File: src/rtl/adc_seq_pkg.sv
package adc_seq_pkg;

  localparam int unsigned MAX_DIV   = 32;
  localparam int unsigned DIV_CNT_W = $clog2(MAX_DIV);

  localparam logic [1:0] REG_CLK    = 2'd0;
  localparam logic [1:0] REG_CTL    = 2'd1;
  localparam logic [1:0] REG_RES_LO = 2'd2;
  localparam logic [1:0] REG_RES_HI = 2'd3;

  localparam int unsigned CTL_START_BIT = 7;
  localparam int unsigned CTL_EOC_BIT   = 6;
  localparam int unsigned CTL_FLAG_BIT  = 5;
  localparam int unsigned CTL_IE_BIT    = 4;

  typedef enum logic [1:0] {
    SEQ_IDLE,
    SEQ_HOLD,
    SEQ_SAMPLE,
    SEQ_CONV
  } seq_state_e;

  typedef struct packed {
    logic       test;
    logic       pwr_off;
    logic [2:0] clk_sel;
  } clk_reg_t;

  typedef struct packed {
    logic       start;
    logic       irq_en;
    logic [3:0] pin_cfg;
  } ctl_reg_t;

  // Divide ratio for a clock-select code; 0 marks a reserved code.
  function automatic logic [DIV_CNT_W:0] div_ratio(input logic [2:0] sel);
    case (sel)
      3'b000:  return (DIV_CNT_W+1)'(2);
      3'b001:  return (DIV_CNT_W+1)'(8);
      3'b010:  return (DIV_CNT_W+1)'(32);
      3'b100:  return (DIV_CNT_W+1)'(1);
      3'b101:  return (DIV_CNT_W+1)'(4);
      3'b110:  return (DIV_CNT_W+1)'(16);
      default: return '0;
    endcase
  endfunction

  function automatic logic sel_reserved(input logic [2:0] sel);
    return sel[1:0] == 2'b11;
  endfunction

endpackage

File: src/rtl/adc_clk_prescaler.sv
module adc_clk_prescaler
  import adc_seq_pkg::*;
(
  input  logic       clk,
  input  logic       rst_n,
  input  logic       run,
  input  logic [2:0] sel,
  output logic       tick
);

  logic [DIV_CNT_W:0]   ratio;
  logic [DIV_CNT_W:0]   last;
  logic [DIV_CNT_W-1:0] cnt;
  logic                 bad_sel;

  assign ratio   = div_ratio(sel);
  assign last    = ratio - 1'b1;
  assign bad_sel = sel_reserved(sel);
  assign tick    = run && !bad_sel && ({1'b0, cnt} == last);

  always_ff @(posedge clk) begin
    if (!rst_n) begin
      cnt <= '0;
    end else if (!run || tick || bad_sel) begin
      cnt <= '0;
    end else begin
      cnt <= cnt + 1'b1;
    end
  end

endmodule

File: src/rtl/adc_sar_sequencer.sv
module adc_sar_sequencer
  import adc_seq_pkg::*;
#(
  parameter int RES_W = 10
) (
  input  logic             clk,
  input  logic             rst_n,
  input  logic             enable,
  input  logic             start_lvl,
  input  logic             tick,
  input  logic             cmp_in,
  output logic [RES_W-1:0] dac_code,
  output logic [RES_W-1:0] result,
  output logic             done,
  output logic             sample_on,
  output logic             converting,
  output logic             busy
);

  localparam int IDX_W = $clog2(RES_W);
  localparam logic [IDX_W-1:0] TOP_IDX = IDX_W'(RES_W - 1);

  seq_state_e       state;
  logic [IDX_W-1:0] bit_idx;
  logic [RES_W-1:0] trial;
  logic [RES_W-1:0] decided;
  logic [RES_W-1:0] next_trial;
  logic             last_step;

  // Keep or drop the bit under test according to the comparator.
  function automatic logic [RES_W-1:0] sar_resolve(input logic [RES_W-1:0] code,
                                                   input logic [IDX_W-1:0] idx,
                                                   input logic keep);
    logic [RES_W-1:0] mask;
    mask = RES_W'(1) << idx;
    return keep ? code : (code & ~mask);
  endfunction

  // Raise the next lower bit as the new trial; nothing below bit 0.
  function automatic logic [RES_W-1:0] sar_probe(input logic [RES_W-1:0] code,
                                                 input logic [IDX_W-1:0] idx);
    logic [RES_W-1:0] mask;
    mask = (RES_W'(1) << idx) >> 1;
    return code | mask;
  endfunction

  assign decided    = sar_resolve(trial, bit_idx, cmp_in);
  assign next_trial = sar_probe(decided, bit_idx);
  assign dac_code   = trial;
  assign sample_on  = (state == SEQ_SAMPLE);
  assign converting = (state == SEQ_CONV);
  assign busy       = sample_on || converting;
  assign last_step  = converting && tick && (bit_idx == '0);
  assign done       = enable && !start_lvl && last_step;

  always_ff @(posedge clk) begin
    if (!rst_n) begin
      state   <= SEQ_IDLE;
      trial   <= '0;
      bit_idx <= '0;
      result  <= '0;
    end else if (!enable) begin
      state <= SEQ_IDLE;
      trial <= '0;
    end else if (start_lvl) begin
      state <= SEQ_HOLD;
      trial <= '0;
    end else begin
      case (state)
        SEQ_HOLD: state <= SEQ_SAMPLE;
        SEQ_SAMPLE: begin
          if (tick) begin
            state   <= SEQ_CONV;
            bit_idx <= TOP_IDX;
            trial   <= RES_W'(1) << TOP_IDX;
          end
        end
        SEQ_CONV: begin
          if (tick) begin
            if (bit_idx == '0) begin
              result <= decided;
              trial  <= '0;
              state  <= SEQ_IDLE;
            end else begin
              trial   <= next_trial;
              bit_idx <= bit_idx - 1'b1;
            end
          end
        end
        default: ;
      endcase
    end
  end

endmodule

File: src/rtl/adc_ctrl_regs.sv
module adc_ctrl_regs
  import adc_seq_pkg::*;
#(
  parameter int RES_W = 10
) (
  input  logic             clk,
  input  logic             rst_n,
  input  logic             wr_en,
  input  logic [1:0]       wr_addr,
  input  logic [7:0]       wr_data,
  input  logic [1:0]       rd_addr,
  output logic [7:0]       rd_data,
  input  logic [RES_W-1:0] result,
  input  logic             done,
  output clk_reg_t         clk_q,
  output ctl_reg_t         ctl_q,
  output logic             eocb,
  output logic             irq_flag,
  output logic             irq_req
);

  logic        wr_clk;
  logic        wr_ctl;
  logic        flag_clr;
  logic [15:0] res_ext;

  assign wr_clk   = wr_en && (wr_addr == REG_CLK);
  assign wr_ctl   = wr_en && (wr_addr == REG_CTL);
  assign flag_clr = wr_ctl && wr_data[CTL_FLAG_BIT];
  assign res_ext  = 16'(result);

  always_ff @(posedge clk) begin
    if (!rst_n) begin
      clk_q    <= '{test: 1'b1, pwr_off: 1'b0, clk_sel: 3'b000};
      ctl_q    <= '0;
      eocb     <= 1'b1;
      irq_flag <= 1'b0;
      irq_req  <= 1'b0;
    end else begin
      irq_req <= done && ctl_q.irq_en;

      if (ctl_q.start)  eocb <= 1'b1;
      else if (done)    eocb <= 1'b0;

      if (done)          irq_flag <= 1'b1;
      else if (flag_clr) irq_flag <= 1'b0;

      if (wr_clk) begin
        clk_q <= '{test: wr_data[7], pwr_off: wr_data[6], clk_sel: wr_data[2:0]};
      end
      if (wr_ctl) begin
        ctl_q <= '{start:   wr_data[CTL_START_BIT],
                   irq_en:  wr_data[CTL_IE_BIT],
                   pin_cfg: wr_data[3:0]};
      end
    end
  end

  always_comb begin
    rd_data = '0;
    case (rd_addr)
      REG_CLK: rd_data = {clk_q.test, clk_q.pwr_off, 3'b000, clk_q.clk_sel};
      REG_CTL: begin
        rd_data[CTL_START_BIT] = ctl_q.start;
        rd_data[CTL_EOC_BIT]   = eocb;
        rd_data[CTL_FLAG_BIT]  = irq_flag;
        rd_data[CTL_IE_BIT]    = ctl_q.irq_en;
        rd_data[3:0]           = ctl_q.pin_cfg;
      end
      REG_RES_LO: rd_data = res_ext[7:0];
      default:    rd_data = res_ext[15:8];
    endcase
  end

endmodule

File: src/rtl/adc_seq_ctrl.sv
module adc_seq_ctrl
  import adc_seq_pkg::*;
#(
  parameter int RES_W = 10
) (
  input  logic             clk,
  input  logic             rst_n,
  input  logic             bus_wr,
  input  logic [1:0]       bus_waddr,
  input  logic [7:0]       bus_wdata,
  input  logic [1:0]       bus_raddr,
  output logic [7:0]       bus_rdata,
  input  logic             cmp_in,
  output logic [RES_W-1:0] dac_code,
  output logic             sample_on,
  output logic             adc_on,
  output logic             pwr_down,
  output logic             irq_req
);

  clk_reg_t         clk_q;
  ctl_reg_t         ctl_q;
  logic             eocb;
  logic             irq_flag;
  logic [RES_W-1:0] result;
  logic             done;
  logic             tick;
  logic             busy;
  logic             converting;
  logic             start_q;
  logic             sel_bad;

  assign start_q  = ctl_q.start;
  assign adc_on   = !clk_q.pwr_off && (|ctl_q.pin_cfg);
  assign pwr_down = clk_q.pwr_off;
  assign sel_bad  = sel_reserved(clk_q.clk_sel);

  adc_ctrl_regs #(.RES_W(RES_W)) u_regs (
    .clk      (clk),
    .rst_n    (rst_n),
    .wr_en    (bus_wr),
    .wr_addr  (bus_waddr),
    .wr_data  (bus_wdata),
    .rd_addr  (bus_raddr),
    .rd_data  (bus_rdata),
    .result   (result),
    .done     (done),
    .clk_q    (clk_q),
    .ctl_q    (ctl_q),
    .eocb     (eocb),
    .irq_flag (irq_flag),
    .irq_req  (irq_req)
  );

  adc_clk_prescaler u_div (
    .clk   (clk),
    .rst_n (rst_n),
    .run   (busy),
    .sel   (clk_q.clk_sel),
    .tick  (tick)
  );

  adc_sar_sequencer #(.RES_W(RES_W)) u_seq (
    .clk        (clk),
    .rst_n      (rst_n),
    .enable     (adc_on),
    .start_lvl  (start_q),
    .tick       (tick),
    .cmp_in     (cmp_in),
    .dac_code   (dac_code),
    .result     (result),
    .done       (done),
    .sample_on  (sample_on),
    .converting (converting),
    .busy       (busy)
  );

endmodule

File: config.mk
export PLATFORM = sky130hd
export DESIGN_NAME = adc_seq_ctrl
export DESIGN_NICKNAME = d
export VERILOG_FILES = /design/src/rtl/adc_seq_pkg.sv /design/src/rtl/adc_clk_prescaler.sv /design/src/rtl/adc_sar_sequencer.sv /design/src/rtl/adc_ctrl_regs.sv /design/src/rtl/adc_seq_ctrl.sv
export SDC_FILE = /design/constraint.sdc
export NUM_CORES = 1
export LEC_CHECK = 0
export ABC_AREA = 1
export CORE_MARGIN = 5
export CORE_UTILIZATION = 40
export CTS_BUF_LIST = sky130_fd_sc_hd__clkbuf_16
export DETAILED_ROUTE_END_ITERATION = 10
export DONT_BUFFER_PORTS = 1
export HOLD_SLACK_MARGIN = 0.15
export PLACE_DENSITY = 0.57
export SLEW_MARGIN = 10
export SYNTH_ARGS = -nofsm -noshare
export SYNTH_HDL_FRONTEND = slang
export SYNTH_HIERARCHICAL = 1
export SYNTH_SLANG_ARGS = --single-unit
File: constraint.sdc
create_clock -name clk -period 3.11 [get_ports clk]
set_clock_uncertainty 0.15 [all_clocks]
set_input_delay 0 -clock clk [delete_from_list [all_inputs] [get_ports clk]]
set_output_delay 0 -clock clk [all_outputs]
set_load 0.01 [all_outputs]
# Word-level counts from Yosys, hierarchy flattened
# Cells that the tools add are included.
dict set report totals {
  elab_cells 99
  latch_bits 0
  ram_bits 0
  inputBits 16
  mem_bits_ro 0
  output_inout_bits 22
  n_memories 0
  reg_bits 45
}
dict set report op_classes {
  n_div 0
  mul 0
  n_lt_le_gt_ge 0
  n_eq_ne 20
  reduce_logical 36
  n_shift 1
  mux 18
  bitwise_logic 6
  add_sub_neg 3
}
# operator count
set ops {}
lappend ops {{$mux 10} 4}
lappend ops {{$pmux 6 s6} 1}
lappend ops {{$pmux 8 s3} 1}
lappend ops {{$pmux 10 s2} 1}
lappend ops {{$mux 4} 3}
lappend ops {{$logic_and 1x1->1} 11}
lappend ops {{$and 10x10->10} 1}
lappend ops {{$not 10->10} 1}
lappend ops {{$or 10x9->10} 1}
lappend ops {{$shl 1x4->10 const A} 1}
lappend ops {{$eq 3x3->1 const B} 3}
lappend ops {{$ne 3x3->1 const B} 3}
lappend ops {{$eq 2x2->1 const B} 4}
lappend ops {{$ne 2x2->1 const B} 4}
lappend ops {{$pmux 4 s2} 1}
lappend ops {{$reduce_and 4->1} 2}
lappend ops {{$eq 2x1->1 const B} 3}
lappend ops {{$eq 5x6->1} 1}
lappend ops {{$mux 2} 3}
lappend ops {{$pmux 2 s3} 1}
lappend ops {{$reduce_and 6->1} 1}
lappend ops {{$sub 6x1->6 const B} 1}
lappend ops {{$add 5x1->5 const B} 1}
lappend ops {{$reduce_and 5->1} 1}
lappend ops {{other kinds (18)} 30}

# Longest topological paths before layout
# Gate-level depths: netlist of run 1.
dict set report depth {
  word_depth 9
  ltp_mapped 18
  depth_no_buf 17
}

# Hierarchy
# Netlist of run 1, hierarchy kept.
# mod instances area_each_um2 cells_each seq_area_each_um2
set modules_own_cells {}
lappend modules_own_cells {adc_sar_sequencer 1 1367.6 206 520.5}
lappend modules_own_cells {adc_ctrl_regs 1 774.5 117 280.3}
lappend modules_own_cells {adc_clk_prescaler 1 405.4 59 100.1}
lappend modules_own_cells {adc_seq_ctrl 1 12.5 3 0.0}

# Worst setup path before layout of run 1
# No wires, ideal clock.
dict set report synth_path {
  path_kind {register -> register}
  startpoint {register u_regs/clk_q[0] (netlist name)}
  endpoint {register u_seq.result[9]}
  stages_incl_launch_ff 19
  path_slack_ns 0.822
  path_buffers 1
  t_required_ns 2.847
  setup_time_ns 0.113
  synth_period_minus_slack_ns 2.288
  arrival_time_ns 2.025
  cell_sequence {dfxtp_1 > inv_1 > nand3_2 > ha_1 > nand2_1 > inv_1 > nor2_1 > nand3_1 > nor2_1 > nand3_2 > inv_1 > nand2_2 > nor2_4 > nand3_2 > inv_2 > buf_6 > nand2_1 > nand2_1 > nor2_1}
}
dict set report synth_between {
  elab_chain_cells 6
  elab_cells_between_ends 14
  cone_classes {add/sub: 1; eq/ne: 7; mux: 1; reduce/logical: 5}
}
# item line_no
set synth_lines {}
lappend synth_lines {{$eq 3x3->1 (tied with other cells)} adc_seq_pkg.sv:37} ;# case (sel)
lappend synth_lines {{$pmux 6 s6} adc_seq_pkg.sv:37}
lappend synth_lines {{$sub 6x1->6} adc_clk_prescaler.sv:17} ;# assign last = ratio - 1'b1;
lappend synth_lines {{$eq 5x6->1} adc_clk_prescaler.sv:19} ;# assign tick = run && !bad_sel && ({1'b0, cnt} == last);
lappend synth_lines {{$logic_and 1x1->1 (*)} adc_clk_prescaler.sv:19}
lappend synth_lines {{via tick} adc_seq_ctrl.sv:27} ;# logic tick;
lappend synth_lines {{$reduce_and 5->1 (no line) (*)} --}
lappend synth_lines {{end signal: assignment} adc_sar_sequencer.sv:81} ;# result <= decided;
lappend synth_lines {{end: declaration} adc_sar_sequencer.sv:13} ;# output logic [RES_W-1:0] result,
# Mark *: on every way through the listed nets, which the timed path passes. The rest lies on a longest branch.
# A chain may end at the register's enable or synchronous reset.

# Worst setup path in the final report of run 1
dict set report layout_path {
  startpoint {register u_regs/clk_q[0] (netlist name)}
  endpoint {register u_seq.result[7]}
}
dict set report layout_between {
  elab_chain_cells 6
  elab_cells_between_ends 14
  cone_classes {add/sub: 1; eq/ne: 7; mux: 1; reduce/logical: 5}
}
# item line_no
set layout_lines {}
lappend layout_lines {{$eq 3x3->1 (tied with other cells)} adc_seq_pkg.sv:37}
lappend layout_lines {{$pmux 6 s6} adc_seq_pkg.sv:37}
lappend layout_lines {{$sub 6x1->6} adc_clk_prescaler.sv:17}
lappend layout_lines {{$eq 5x6->1} adc_clk_prescaler.sv:19}
lappend layout_lines {{$logic_and 1x1->1 (*)} adc_clk_prescaler.sv:19}
lappend layout_lines {{via tick} adc_seq_ctrl.sv:27}
lappend layout_lines {{$reduce_and 5->1 (no line) (*)} --}
# Marks and branches as above.

==> flow_summary_export.csv, run 1 <==
group,metric,value,unit
setup_path,critPathMaxStageDelay,0.46,ns
floorplan,rows,29,
drt,wirelength,6210,um
global_routing,grt_usage,0.157,
setup_path,crit_chain,"inv_1, nand3_1, ha_1, nand2_1, inv_1, nor2_1, nand3_1, nor2_1, nand3_2, inv_1, nand2_2, nor2_4, nand3_2, clkinv_2, nand2_1, nand2_1, nor2_1",
timing,rsz0062_at_grt,"false",
timing,fmax,0.360,GHz
global_routing,grt_pass1_vias,2286,
setup_path,worstPathRequired,3.13,ns
drt,drt_first_pass_iters,5,
layout,fin_util,0.477,
yosys,mappedNetlistArea,2560,sq um
global_routing,grt_util_met3,0.0342,
cts,h-tree-depth,2,
layout,n_fill_cell,659,
floorplan,die_w,90,um
floorplan,boundaryPins,38,
drt,vias_per_cell,4.80,
global_routing,grtUsageMet2,0.263,
floorplan,start_util,0.408,
setup_path,critPathMaxFanout,22,
cts,cts_sinks,45,
floorplan,chipHeight,90,um
power,p_per_area,402,nW/um^2
global_routing,grt_overflow_total,0,
power,power,1.20,mW
setup_path,crit_buf_inv,4,
layout,finalNetCount,433,
setup_path,cp_slowest_cell,"dfxtp_1",
setup_path,end_kind,"flip-flop",
setup_path,worstSetupPathType,"reg2reg",
cts,cts_root_buffer,"clkbuf_16",
yosys,yosysSeqAreaShare,0.352,
drt,drc,0,
cts,clockBufferDepth,2,
yosys,postSynthAreaPerCell,6.65,sq um
layout,drive_gt1_frac,0.0780,
yosys,synth-seq-cells,45,
power,p_leak,1.31,nW
placed_design,dp_hpwl,4510,um
timing,tns,0,ns
yosys,ys_warn_count,6,
flow_run,cap_viol_max_count,0,
floorplan,core-area,6280,sq um
cts,insertion_delay,0.28,ns
cts,cts-buffers-inserted,5,
global_routing,top_usage_layer,"met2",
timing,setup_violations,0,
global_routing,grt_first_pass_wirelength,10700,um
yosys,yosysUniqueCellTypes,33,
timing,worstMarginPinSlew,1.10,ns
global_routing,antenna_found_initial,0,
yosys,synth_edf_count,0,
min_path,hold_path.class,"in2reg",
setup_path,cp.arrival,2.80,ns
layout,multi_input_area,1390,sq um
placed_design,io_buffers,0,
drt,dr_total_vias,2337,
cts,cts_tree,"built",
layout,area_delta_synth_final,17.0,%
yosys,synth-async-reset-ratio,0,
global_routing,grt_start_max_net_pins,32,
yosys,synth_flop_cell,"dfxtp_1",
timing,fin_crit_sh,0.893,
layout,n_antenna_cell,0,
yosys,syn_inst,385,
status,status,"complete, no violations",
global_routing,use_met1,0.206,
yosys,syn_nets,408,
placed_design,gp_congestion,0.897,
timing,period_needed,2.78,ns
drt,routedWlPerCell,12.7,um
floorplan,dieArea,8100,sq um
layout,seqCellArea,901,sq um
cts,clk_pin_slew,0.06,ns
power,peakVddDrop,0.183,mV
setup_path,start_kind,"flip-flop",
drt,detail-route-antenna-nets,0,
timing,finalMaxSlewViolations,0,
timing,maxSlewHeadroom,0.263,
drt,drtIter0Drc,96,
cts,postCtsSetupBuffers,0,
timing,hold_viol_final,0,
setup_path,critical_path.top_delay_family,"simple AND/OR/NAND/NOR gates",
-- routing by layer --
metal,share of wire,vias to the layer above
met2,0.47,43
li1,-,1252
met4,0.0055,0
met1,0.48,1040
met5,0,-
met3,0.046,2
-- cell type report --
| class | instances | area share |
|---|---|---|
| clock buffers | 5 | 0.0418 |
| clock inverters | 2 | 0.00251 |
| inverters | 45 | 0.0576 |
| multi-input cells | 283 | 0.465 |
| flip-flops and latches | 45 | 0.301 |
| well taps | 77 | 0.0322 |
| repair buffers | 30 | 0.100 |
-- through the flow --
stage | instances | setup slack (ns) | hold WS, ns | cell area (sq um)
CTS | 487 | 0.254 | 0.272 | 2990
global route | 487 | 0.0352 | 0.323 | 3000
finish | 487 | 0.334 | 0.292 | 3000
floorplan | 385 | 0.822 | -0.0295 | 2560
detailed placement | 450 | 0.292 | -0.0519 | 2560
global placement | 450 | 0.358 | -0.0580 | 2560
-- cells by family (layout without fill, tap and decap cells) --
logic type	count (synthesis)	count (layout)	synth area share
buffers and inverters	57	82	0.104
XOR/XNOR	4	4	0.0137
flip-flops	45	45	0.352
adder cells (fa/ha/maj)	7	7	0.0342
AO/OA/AOI/OAI	33	33	0.0723
AND/OR/NAND/NOR	239	239	0.424
-- cells in the mapped netlist, types with 3 or more instances --
master	n	area (sq um)
nand2_1	123	462
a21oi_1	18	90.1
ha_1	7	87.6
nand2_4	4	45.0
inv_2	3	11.3
buf_6	4	45.0
nand4_1	7	43.8
nand3_1	28	140
dfxtp_1	45	901
inv_1	41	154
o21ai_0	9	45.0
nand2_2	3	18.8
nor2_2	7	43.8
nor2_1	56	210
nand3_2	4	40.0
-- timing repair --
| action | in CTS | in global routing |
|---|---|---|
| gates resized for setup | 0 | 1 |
| setup endpoints to repair | 0 | 11 |
| hold buffers | 30 | 0 |
| hold endpoints to repair | 53 | 0 |
-- path summary, 6_finish.rpt --
path	depth (start not counted)	startpoint	end	slack, ns
hold reg to reg	2	u_regs/ctl_q[4]$_SDFFE_PN0P_	u_regs/irq_req$_SDFF_PN0_	0.31
hold / removal	3	bus_wdata[7]	u_regs/ctl_q[5]$_SDFFE_PN0P_	0.29
setup / recovery	17	u_regs/clk_q[0]$_SDFFE_PN0P_	u_seq/result[7]$_SDFFE_PN0P_	0.33
setup reg to reg	17	u_regs/clk_q[0]$_SDFFE_PN0P_	u_seq/result[7]$_SDFFE_PN0P_	0.33
-- state kept, by name, summed over array words and instances, names as in the netlist, 2 cells and up --
| register | count |
|---|---|
| u_regs/ctl_q | 6 |
| u_seq/result | 10 |
| u_regs/clk_q | 5 |
| u_seq/dac_code | 10 |
| u_div/cnt | 5 |
| u_seq/bit_idx | 4 |
| u_seq/state | 2 |
-- report_power, final --
group	total (mW)	switching, mW	internal, mW	leakage, nW
clock	0.489	0.202	0.287	0.0685
combinational	0.122	0.0727	0.0495	0.879
sequential	0.593	0.00853	0.584	0.364
-- worst min-delay path, cell delays in order --
cell	delay, ns
dlygate4sd3_1	0.55
nor2_1	0.05
nor2_1	0.09
-- placed cells by master, fill, tap and decap left out, types with 3 or more instances in the layout --
| master | netlist | routed |
|---|---|---|
| inv_1 | 41 | 42 |
| dfxtp_1 | 45 | 45 |
| ha_1 | 7 | 7 |
| nand2_2 | 3 | 3 |
| nand2_1 | 123 | 123 |
| nor2_2 | 7 | 7 |
| nor2_1 | 56 | 56 |
| o21ai_0 | 9 | 9 |
| clkbuf_16 | 0 | 5 |
| nand3_2 | 4 | 4 |
| dlygate4sd3_1 | 0 | 30 |
| nand2_4 | 4 | 4 |
| nand4_1 | 7 | 7 |
| a21oi_1 | 18 | 18 |
| nand3_1 | 28 | 28 |
Power figures use the tool's default switching activity.
==> run 2, diff against run 1 <==
--- a/config.mk
+++ b/config.mk
@@ -11,10 +11,9 @@
 export CTS_BUF_LIST = sky130_fd_sc_hd__clkbuf_16
 export DETAILED_ROUTE_END_ITERATION = 10
 export DONT_BUFFER_PORTS = 1
-export HOLD_SLACK_MARGIN = 0.15
+export HOLD_SLACK_MARGIN = 0.1
 export PLACE_DENSITY = 0.57
 export SLEW_MARGIN = 10
 export SYNTH_ARGS = -nofsm -noshare
 export SYNTH_HDL_FRONTEND = slang
-export SYNTH_HIERARCHICAL = 1
 export SYNTH_SLANG_ARGS = --single-unit
==> run 2 against run 1 <==
Against the previous run: area after synthesis decreased by 4.2%; critical path depth down 8; worst hold slack got worse by 0.18 ns; clock power rose by 7.2%; register-to-register slack improved by 0.53 ns; first-iteration DRC count down 2.1%; global-route usage up 1.4 points; utilization increased by 1.1 points; critical path type is now in2reg; largest cell class unchanged.
==> flow_summary_export.csv, run 2 <==
group,metric,value,unit
timing,setup_violations,0,
timing,worstMarginPinSlew,0.632,ns
setup_path,critical_path.top_delay_family,"buffers and inverters",
layout,mostFrequentLayoutCell,"nand2_1",
min_path,hold_path.class,"in2out",
yosys,synth-seq-cells,45,
setup_path,critPathMaxFanout,12,
cts,cts_tree,"built",
layout,finalNetCount,414,
timing,finalMaxSlewViolations,0,
yosys,synth-async-reset-ratio,0,
setup_path,crit_chain,"dlygate4sd3_1, nand2_1, nor2_1, dlygate4sd3_1, inv_1, o21ai_0, dlygate4sd3_1, a21oi_1, dlygate4sd3_1",
timing,period_needed,2.79,ns
yosys,yosysTopAreaCell,"dfxtp_1",
setup_path,critPathMaxStageDelay,0.59,ns
yosys,yosysTopAreaCellShare,0.367,
yosys,syn_nets,389,
drt,drtIter0Drc,94,
yosys,ys_warn_count,0,
power,pwr-share-comb,0.089,
setup_path,worstPathRequired,3.19,ns
global_routing,antenna_found_initial,0,
floorplan,die_w,88.3,um
timing,maxSlewHeadroom,0.577,
drt,routedWlPerCell,13.2,um
power,p_per_area,421,nW/um^2
layout,area_delta_synth_final,18.5,%
cts,clockBufferDepth,2,
setup_path,cp.arrival,2.87,ns
layout,n_antenna_cell,0,
floorplan,core-area,5960,sq um
drt,drt_first_pass_iters,4,
global_routing,grt_usage,0.171,
cts,h-tree-depth,2,
layout,drive_gt1_frac,0.0712,
cts,cts_resized,0,
global_routing,grt_start_max_net_pins,20,
floorplan,boundaryPins,38,
floorplan,dieArea,7800,sq um
yosys,synthTopCellsByArea,"dfxtp_1 (37%), nand2_1 (17%), nor2_1 (7.0%), inv_1 (5.8%), a21oi_1 (4.9%)",
yosys,synth_edf_count,0,
placed_design,gp_congestion,0.898,
power,swShare,0.244,
timing,fin_crit_sh,0.898,
yosys,synth_most_common_cell,"nand2_1",
power,p_sw,0.299,mW
cts,cts-buffers-inserted,5,
cts,clk_pin_slew,0.06,ns
setup_path,start_kind,"input pin",
floorplan,chipHeight,88.3,um
power,p_int,0.926,mW
status,status,"complete, no violations",
power,p_leak,1.21,nW
yosys,postSynthAreaPerCell,6.69,sq um
timing,tns,0,ns
floorplan,start_util,0.412,
power,p_seq_frac,0.483,
drt,dr_total_vias,2322,
power,peakVddDrop,0.197,mV
layout,final_cell_mix,"nand2_1 (110), nor2_1 (46), dfxtp_1 (45)",
setup_path,crit_buf_inv,5,
setup_path,worstSetupPathType,"in2reg",
cts,cts_root_buffer,"clkbuf_16",
layout,fin_util,0.488,
drt,detail-route-antenna-nets,0,
setup_path,end_kind,"flip-flop",
drt,drc,0,
placed_design,io_buffers,0,
timing,rsz0062_at_grt,"false",
yosys,syn_inst,367,
timing,hold_viol_final,0,
placed_design,dp_hpwl,4520,um
setup_path,cp_slowest_cell,"dlygate4sd3_1",
yosys,ys_top_cells_by_count,"nand2_1 (110), nor2_1 (46), dfxtp_1 (45)",
setup_path,crit_path_frequent_cell,"dlygate4sd3_1",
power,clockPowerShare,0.428,
flow_run,cap_viol_max_count,0,
drt,wirelength,6180,um
global_routing,grt_first_pass_wirelength,10500,um
global_routing,grt_pass1_vias,2266,
yosys,yosysUniqueCellTypes,32,
timing,fmax,0.358,GHz
floorplan,rows,28,
power,power,1.22,mW
yosys,synth_flop_cell,"dfxtp_1",
cts,cts_sinks,45,
drt,vias_per_cell,4.96,
global_routing,grt_overflow_total,0,
yosys,yosysSeqAreaShare,0.367,
cts,insertion_delay,0.29,ns
yosys,mappedNetlistArea,2450,sq um
## run 2: cell count changes after synthesis, moves of 4 or more
cell | before | now
a21oi_1 | 18 | 24
nand2_1 | 123 | 110
nand2_4 | 4 | 0
nand3_1 | 28 | 16
nand4_1 | 7 | 14
nor2_1 | 56 | 46
nor2_2 | 7 | 0
o21ai_0 | 9 | 23
## run 2: layout make-up
class / count / area [sq um]
sequential: 45 / 901
multi-input combinational: 269 / 1330
fill: 627 / 3050
clock buffer: 5 / 125
timing repair buffer: 27 / 270
clock inverter: 3 / 21.3
tap: 75 / 93.8
inverter: 44 / 170
## run 2: worst paths after layout
| kind | startpoint | to | slack [ns] | depth (start not counted) |
|---|---|---|---|---|
| worst max register to register | u_seq.bit_idx[0]$_SDFFE_PN0P_ | u_seq.result[7]$_SDFFE_PN0P_ | 0.86 | 7 |
| worst min-delay path | bus_raddr[0] | bus_rdata[5] | 0.11 | 3 |
| worst max-delay path | bus_waddr[0] | u_regs.ctl_q[0]$_SDFFE_PN0P_ | 0.32 | 9 |
| worst min register to register | u_regs.eocb$_SDFFE_PP1P_ | u_regs.eocb$_SDFFE_PP1P_ | 0.31 | 2 |
## run 2: layer usage
metal / global-route usage / part of all wire
met1: 0.230 / 0.49
met4: 0.0453 / 0.012
met2: 0.277 / 0.45
met3: 0.0382 / 0.051
met5: 0 / 0
## run 2: what timing repair did
action,in CTS,in global routing
hold buffers,27,0
buffers inserted,0,0
hold endpoints to repair,45,0
## run 2: stage by stage
stage / cell area [sq um] / instances / hold slack, ns / setup WS, ns
after global routing: 2910 / 468 / 0.130 / 0.202
after floorplan: 2450 / 367 / -0.0237 / 1.48
final: 2910 / 468 / 0.114 / 0.317
after global placement: 2490 / 433 / -0.0630 / 0.955
after CTS: 2910 / 468 / 0.119 / 0.390
after detailed placement: 2490 / 433 / -0.0591 / 0.897
## run 2: cell families after synthesis
| logic type | synth area share |
|---|---|
| xor+xnor | 0.0107 |
| fa+ha+maj | 0.0306 |
| flops | 0.367 |
| simple gates | 0.376 |
| buf+inv | 0.0928 |
| compound gates | 0.122 |
## run 2: power by group through the flow
| stage | combinational, mW | clock [mW] | sequential (mW) |
|---|---|---|---|
| after floorplan | 0.0668 | 0 | 0.602 |
| after global placement | 0.0762 | 0 | 0.604 |
| after detailed placement | 0.0776 | 0 | 0.604 |
| after CTS | 0.108 | 0.543 | 0.591 |
| after global routing | 0.121 | 0.566 | 0.592 |
| final | 0.109 | 0.524 | 0.592 |
## run 2: worst register-to-register path: stages (launching register included)
cell and delay, ns:
dfxtp_1 0.34, inv_1 0.16, ha_1 0.29, nand3_2 0.15, nor2_1 0.53, nand3_2 0.30, nand2_1 0.13, a21oi_1 0.07
==> run 3, diff against run 2 <==
--- a/config.mk
+++ b/config.mk
@@ -6,13 +6,15 @@
 export NUM_CORES = 1
 export LEC_CHECK = 0
 export ABC_AREA = 1
+export BUFFER_PORTS_ARGS = -buffer_cell sky130_fd_sc_hd__clkbuf_2
 export CORE_MARGIN = 5
 export CORE_UTILIZATION = 40
 export CTS_BUF_LIST = sky130_fd_sc_hd__clkbuf_16
 export DETAILED_ROUTE_END_ITERATION = 10
-export DONT_BUFFER_PORTS = 1
+export GPL_ROUTABILITY_DRIVEN = 0
 export HOLD_SLACK_MARGIN = 0.1
-export PLACE_DENSITY = 0.57
+export PLACE_DENSITY = 0.63
+export SETUP_SLACK_MARGIN = 0.5
 export SLEW_MARGIN = 10
 export SYNTH_ARGS = -nofsm -noshare
 export SYNTH_HDL_FRONTEND = slang
==> run 3 against run 2 <==
Against the previous run: worst hold slack better by 0.0095 ns; total power increased by 5.4%; critical path depth stayed put; non-clock buffer count is 36 higher; utilization grew 3.2 points; global-route usage is 0.28 points higher; combinational power increased by 14%; sequential share of layout area shrank 1.9 points; cell count up 7.5%; setup slack gained 0.26 ns; critical path type unchanged.
==> flow_summary_export.csv, run 3 (synthesis results as in run 2) <==
group,metric,value,unit
power,p_leak,1.38,nW
timing,worstMarginPinSlew,0.617,ns
floorplan,start_util,0.412,
timing,tns,0,ns
cts,insertion_delay,0.28,ns
cts,cts_sinks,45,
timing,finalMaxSlewViolations,0,
cts,cts_tree,"built",
cts,h-tree-depth,2,
cts,cts_root_buffer,"clkbuf_16",
min_path,hold_path.class,"in2reg",
cts,clk_pin_slew,0.06,ns
floorplan,die_w,88.3,um
floorplan,boundaryPins,38,
layout,fin_cells,503,
setup_path,end_kind,"flip-flop",
floorplan,rows,28,
setup_path,start_kind,"input pin",
flow_run,cap_viol_max_count,0,
layout,mostFrequentLayoutCell,"nand2_1",
layout,area_delta_synth_final,26.2,%
power,peakVddDrop,0.222,mV
cts,cts-buffers-inserted,5,
timing,maxSlewHeadroom,0.587,
layout,n_fill_cell,579,
power,power,1.29,mW
timing,fmax,0.394,GHz
drt,dr_total_vias,2440,
drt,drt_first_pass_iters,4,
cts,clockBufferDepth,2,
drt,drc,0,
layout,fin_util,0.520,
drt,vias_per_cell,4.85,
power,p_per_area,417,nW/um^2
timing,setup_violations,0,
floorplan,dieArea,7800,sq um
global_routing,grt_overflow_total,0,
setup_path,critPathMaxFanout,12,
layout,n_antenna_cell,0,
layout,drive_gt1_frac,0.150,
global_routing,grt_pass1_vias,2396,
global_routing,antenna_found_initial,0,
placed_design,dp.cells,470,
setup_path,cp.arrival,2.56,ns
layout,final_cell_mix,"nand2_1 (110), nor2_1 (46), dfxtp_1 (45)",
setup_path,worstPathRequired,3.13,ns
drt,detail-route-antenna-nets,0,
timing,rsz0062_at_grt,"false",
timing,period_needed,2.54,ns
drt,routedWlPerCell,12.2,um
cts,cts_resized,0,
timing,hold_viol_final,0,
setup_path,worstSetupPathType,"in2reg",
placed_design,io_buffers,37,
layout,finalNetCount,450,
floorplan,core-area,5960,sq um
global_routing,grt_first_pass_wirelength,10800,um
timing,fin_crit_sh,0.816,
status,status,"complete, no violations",
placed_design,dp_hpwl,4540,um
global_routing,grt_usage,0.174,
global_routing,grt_start_max_net_pins,20,
floorplan,chipHeight,88.3,um
drt,wirelength,6150,um
drt,drtIter0Drc,75,
[run 3: cell types whose count changed in the layout (fill, tap and decap cells not counted)]
cell,before,now
bufinv_16,0,1
clkbuf_2,0,37
clkinvlp_4,1,0
dlygate4sd3_1,27,26
inv_6,2,1
[run 3: metrics by stage]
stage,setup slack [ns],area [sq um],hold WS (ns)
2_1_floorplan,1.48,2450,-0.0237
3_3_place_gp,0.985,2680,0.0945
3_5_place_dp,0.919,2680,0.0945
4_1_cts,0.765,3100,0.117
5_1_grt,0.505,3100,0.199
6_report,0.573,3100,0.124
[run 3: critical path, stage by stage]
cell and delay (ns):
dlygate4sd3_1 0.54, clkbuf_2 0.12, nand2_1 0.05, nor2_1 0.17, inv_1 0.20, o21ai_0 0.24
dlygate4sd3_1 0.61, a21oi_1 0.06, dlygate4sd3_1 0.56
[run 3: area by class of cell]
type / instances / area [sq um] / share of cell area
multi-input cells: 269 / 1330 / 0.428
flip-flops and latches: 45 / 901 / 0.291
repair buffers: 63 / 445 / 0.144
inverters: 44 / 170 / 0.0550
clock buffers: 5 / 125 / 0.0404
well taps: 75 / 93.8 / 0.0303
clock inverters: 2 / 35.0 / 0.0113
[run 3: per-layer routing]
layer  global-route usage  vias to the layer above  share of wire
li1                     -                     1307              -
met1                0.227                     1072           0.48
met2                0.288                       47           0.46
met3               0.0317                       14          0.036
met4               0.0618                        0          0.023
met5                    0                        -              0
[run 3: path summary, 6_finish.rpt]
check / to / cells after the start / slack, ns / startpoint
setup / recovery: u_regs.ctl_q[0]$_SDFFE_PN0P_ / 9 / 0.57 / bus_waddr[0]
setup reg to reg: u_seq.result[1]$_SDFFE_PN0P_ / 7 / 0.91 / u_seq.bit_idx[0]$_SDFFE_PN0P_
hold reg to reg: u_regs.eocb$_SDFFE_PP1P_ / 2 / 0.32 / u_regs.eocb$_SDFFE_PP1P_
hold / removal: u_seq.result[4]$_SDFFE_PN0P_ / 5 / 0.12 / cmp_in
[run 3: power by group]
part           leakage, nW  total [mW]  internal [mW]  switching (mW)
clock network       0.0797       0.576          0.373           0.204
logic                0.934       0.124         0.0523          0.0716
registers            0.364       0.591          0.584         0.00676
[run 3: repair_timing]
item,in CTS,in global routing
hold endpoints to repair,13,0
buffers inserted,0,0
endpoints found under the setup margin,0,0
hold buffers,26,0
